[src/rtl/ci_pkg.sv]
package ci_pkg;
  typedef struct packed {
    logic loadTx;
    logic sendTx;
    logic loadCand;
    logic accept;
  } ciStrobe_t;
endpackage

[src/rtl/ci_ctrl.sv]
module ci_ctrl
  import ci_pkg::*;
(
  input  logic      clk,
  input  logic      rstN,
  input  logic      frameTick,
  input  logic      hostWr,
  input  logic      eqAccepted,
  input  logic      eqCand,
  input  logic      irqClr,
  output ciStrobe_t strobe,
  output logic      pending
);
  logic candValid;

  always_comb begin
    strobe        = '0;
    strobe.loadTx = hostWr;
    strobe.sendTx = frameTick;
    if (frameTick && !eqAccepted) begin
      if (candValid && eqCand) strobe.accept   = 1'b1;
      else                     strobe.loadCand = 1'b1;
    end
  end

  always_ff @(posedge clk) begin
    if (!rstN) begin
      candValid <= 1'b0;
      pending   <= 1'b0;
    end else begin
      if (frameTick) candValid <= strobe.loadCand;
      if (strobe.accept)  pending <= 1'b1;
      else if (irqClr)    pending <= 1'b0;
    end
  end
endmodule

[src/rtl/ci_datapath.sv]
module ci_datapath
  import ci_pkg::*;
#(
  parameter int CODE_W = 4
) (
  input  logic              clk,
  input  logic              rstN,
  input  ciStrobe_t         strobe,
  input  logic [CODE_W-1:0] hostTxCode,
  input  logic [CODE_W-1:0] lineRxCode,
  input  logic              loopEn,
  output logic              eqAccepted,
  output logic              eqCand,
  output logic [CODE_W-1:0] txCode,
  output logic [CODE_W-1:0] rxCode
);
  localparam logic [CODE_W-1:0] IDLE = {CODE_W{1'b1}};

  logic [CODE_W-1:0] txHold;
  logic [CODE_W-1:0] cand;
  logic [CODE_W-1:0] sample;

  assign sample     = loopEn ? txCode : lineRxCode;
  assign eqAccepted = (sample == rxCode);
  assign eqCand     = (sample == cand);

  always_ff @(posedge clk) begin
    if (!rstN) begin
      txHold <= IDLE;
      txCode <= IDLE;
      cand   <= IDLE;
      rxCode <= IDLE;
    end else begin
      if (strobe.loadTx)   txHold <= hostTxCode;
      if (strobe.sendTx)   txCode <= txHold;
      if (strobe.loadCand) cand   <= sample;
      if (strobe.accept)   rxCode <= sample;
    end
  end
endmodule

[src/rtl/ci_channel.sv]
module ci_channel
  import ci_pkg::*;
#(
  parameter int CODE_W = 4
) (
  input  logic              clk,
  input  logic              rstN,
  input  logic              frameTick,
  input  logic              hostWr,
  input  logic [CODE_W-1:0] hostTxCode,
  input  logic [CODE_W-1:0] lineRxCode,
  input  logic              loopEn,
  input  logic              irqEn,
  input  logic              irqClr,
  output logic [CODE_W-1:0] txCode,
  output logic [CODE_W-1:0] rxCode,
  output logic              irqPending,
  output logic              irq
);
  ciStrobe_t strobe;
  logic      eqAccepted;
  logic      eqCand;

  ci_ctrl uCtrl (
    .clk(clk), .rstN(rstN), .frameTick(frameTick), .hostWr(hostWr),
    .eqAccepted(eqAccepted), .eqCand(eqCand), .irqClr(irqClr),
    .strobe(strobe), .pending(irqPending)
  );

  ci_datapath #(.CODE_W(CODE_W)) uData (
    .clk(clk), .rstN(rstN), .strobe(strobe), .hostTxCode(hostTxCode),
    .lineRxCode(lineRxCode), .loopEn(loopEn), .eqAccepted(eqAccepted),
    .eqCand(eqCand), .txCode(txCode), .rxCode(rxCode)
  );

  assign irq = irqPending & irqEn;
endmodule

[config.mk]
export PLATFORM = sky130hd
export DESIGN_NAME = ci_channel
export DESIGN_NICKNAME = d
export VERILOG_FILES = /design/src/rtl/ci_pkg.sv /design/src/rtl/ci_ctrl.sv /design/src/rtl/ci_datapath.sv /design/src/rtl/ci_channel.sv
export SDC_FILE = /design/constraint.sdc
export NUM_CORES = 1
export LEC_CHECK = 0
export BUFFER_PORTS_ARGS = -buffer_cell sky130_fd_sc_hd__clkbuf_2
export CAP_MARGIN = 10
export CORE_MARGIN = 2
export CORE_UTILIZATION = 30
export CTS_CLUSTER_DIAMETER = 120
export DETAILED_ROUTE_END_ITERATION = 10
export SLEW_MARGIN = 20
export SYNTH_ARGS = -nofsm -noshare
export SYNTH_HDL_FRONTEND = slang
export SYNTH_HIERARCHICAL = 1
export SYNTH_SLANG_ARGS = --single-unit
[constraint.sdc]
create_clock -name clk -period 2.49 [get_ports clk]
set_clock_uncertainty 0.2 [all_clocks]
set_input_delay 0.249 -clock clk [delete_from_list [all_inputs] [get_ports clk]]
set_output_delay 0.249 -clock clk [all_outputs]
set_load 0.005 [all_outputs]
==> metrics.yaml <==
status: "finished, final reports clean"
pwr-share-comb_pct: 16.6
synth_seq_cells: 18
ant_nets: 0
power.switching_uw: 147
reg2reg_depth: 7
synth_area_um2: 871
critPathLaunchType: "register"
p_leak_nw: 0.456
diodes: 0
clockBufferDepth: 2
max_slew.worst_pin.slew_ns: 0.352
synthCells: 86
max_freq_ghz: 0.485
io_pins: 25
grt_pass1_wl_um: 2800
grt_max_degree: 19
cp.arrival_ns: 2.04
syn2layout_area_growth_pct: 22.3
place.gp.congestion: 0.885
rsz0062_at_grt: "false"
holdPathEnd: "uCtrl/pending$_SDFFE_PN0P_"
p_seq_share_pct: 52.4
drtPass1Iterations: 4
final_area_um2: 1060
drtIter0Drc: 23
grt_use_total_pct: 11.1
layout-drive-gt1-share_pct: 34.5
p_sw_share_pct: 24.9
dp_hpwl_um: 1310
cts_buffers: 3
hold_viol_final: 0
min_path_type: "in -> reg"
cts_num_sinks: 18
relSlewSlack_pct: 76.6
viasPerCell: 4.48
rows: 19
post-route-worst-setup-slack_ns: 0.428
final_cells: 141
crit_start: "uData/txCode[0]$_SDFFE_PN1P_"
r2r_setup_slack_ns: 0.43
synth.distinct_cells: 16
min_period_ns: 2.06
fp.coreArea_um2: 2760
drc_errors: 0
place_area_um2: 988
path_clk_slew_ns: 0.11
die_w_um: 57.9
finalMaxSlewViolations: 0
clk_latency_ns: 0.30
h-tree-depth: 1
cts_tree: "built"
crit_path_end_kind: "register"
mostFrequentLayoutCells: "24 x clkbuf_2, 18 x dfxtp_1, 18 x mux2i_1, 17 x nand2_1, 8 x xnor2_1"
p_per_area_nw_per_um2: 555
cts_resized: 0
wirelength_um: 1700
max-cap-violations: 0
start_util_pct: 31.6
p_int_uw: 444
hold_path.startpoint: "irqClr"
critPathKind: "reg -> reg"
portBuffers: 24
dieArea_um2: 3350
finalSetupTns_ns: 0
routedWlPerCell_um: 12.0
peakVddDrop_mv: 0.411
die_y_um: 57.9
yosys_warnings: 6
critPathMaxFanout: 5
power_uw: 591
rr_startpoint: "uData/txCode[0]$_SDFFE_PN1P_"
min_path_cells: 3
crit_required_ns: 2.46
ys_seq_area_share_pct: 41.4
pwr-share-clk_pct: 31.1
r2r-end: "uData/rxCode[0]$_SDFFE_PN1P_"
dpl_worst_slack_ns: 0.176
first_global_vias: 609
final_common_cell: "clkbuf_2"
cts_root_buf: "clkbuf_4"
setup_viol: 0
fin_nets: 126
antenna_found_initial: 0
route.vias.total: 631
min_period_over_period_pct: 82.8
overflow: 0
synth_nets: 101
avgSynthCellArea_um2: 10.1
dp.cells: 133
## logic make-up after synthesis
| logic type | synth area share (%) |
|---|---|
| muxes | 29.0 |
| AOI/OAI and AO/OA | 2.73 |
| xor gates and xnor gates | 8.05 |
| and+or+nand+nor | 13.2 |
| buffers and inverters | 5.60 |
| DFF | 41.4 |
## sequential cells by signal, summed over array words and instances, names as in the netlist
name and count:
uCtrl/candValid 1, uData/txHold 4, uData/txCode 4, uData/cand 4, uCtrl/pending 1, uData/rxCode 4
## cells in the mapped netlist
library cell | instances | share of area, %
a21oi_2 | 1 | 1.0
and2_1 | 1 | 0.72
buf_4 | 2 | 1.7
buf_6 | 1 | 1.3
clkbuf_1 | 6 | 2.6
dfxtp_1 | 18 | 41
mux2_2 | 4 | 5.2
mux2i_1 | 18 | 21
mux2i_2 | 2 | 3.2
nand2_1 | 17 | 7.3
nand2b_4 | 1 | 1.6
nor2_2 | 1 | 0.72
nor2b_1 | 2 | 1.4
nor4_1 | 2 | 1.4
o21a_1 | 2 | 1.7
xnor2_1 | 8 | 8.0
## power groups by stage
stage	combinational [mW]	clock, mW	sequential (mW)
after CTS	0.0990	0.190	0.309
after global routing	0.107	0.203	0.311
after detailed placement	0.0936	0	0.316
final	0.0979	0.184	0.309
after floorplan	0.0711	0	0.314
after global placement	0.0926	0	0.316
## how the worst max path moves through the flow
stage	to	slack (ns)	cells past startpoint
4_1_cts	uData/rxCode[0]$_SDFFE_PN1P_	0.41	7
6_report	uData/rxCode[0]$_SDFFE_PN1P_	0.43	7
2_1_floorplan	uData/rxCode[0]$_SDFFE_PN1P_	0.35	9
3_3_place_gp	uData/rxCode[2]$_SDFFE_PN1P_	0.24	8
5_1_grt	uData/rxCode[1]$_SDFFE_PN1P_	0.22	7
3_5_place_dp	uData/rxCode[3]$_SDFFE_PN1P_	0.18	8
## per-stage QoR
| step | utilization, % | hold WS [ns] |
|---|---|---|
| final | 38.6 | 0.0482 |
| after global placement | 35.8 | 0.254 |
| after floorplan | - | 0.167 |
| after detailed placement | 35.8 | 0.261 |
| after global routing | 38.6 | 0.0375 |
| after CTS | 38.6 | 0.0449 |
## repair_timing
action / in CTS / in global routing
hold buffers: 4 / 0
hold endpoints to repair: 4 / 0
setup buffers: 0 / 0
endpoints found under the setup margin: 0 / 0
## worst max-delay path, cell delays in order, from the launching register on
cell and delay, ns:
dfxtp_1 0.35, mux2i_2 0.23, xnor2_1 0.11, nor4_1 0.36, nand2_1 0.11, nor2_2 0.29
mux2i_1 0.22, nand2_1 0.06
## per-layer routing
metal,GRT usage (%),vias up,part of all wire (%)
met5,0,-,0
met4,3.99,0,0.94
met3,3.79,2,6.7
met2,16.7,17,44
met1,14.7,281,48
li1,-,331,-
## layout make-up
| type | count | area (µm²) |
|---|---|---|
| Timing Repair Buffer | 29 | 168 |
| Multi-Input combinational cell | 59 | 462 |
| Fill cell | 286 | 1690 |
| Clock buffer | 4 | 36.3 |
| Tap cell | 31 | 38.8 |
| Sequential cell | 18 | 360 |
No activity file was read; power rests on OpenSTA's default activity.
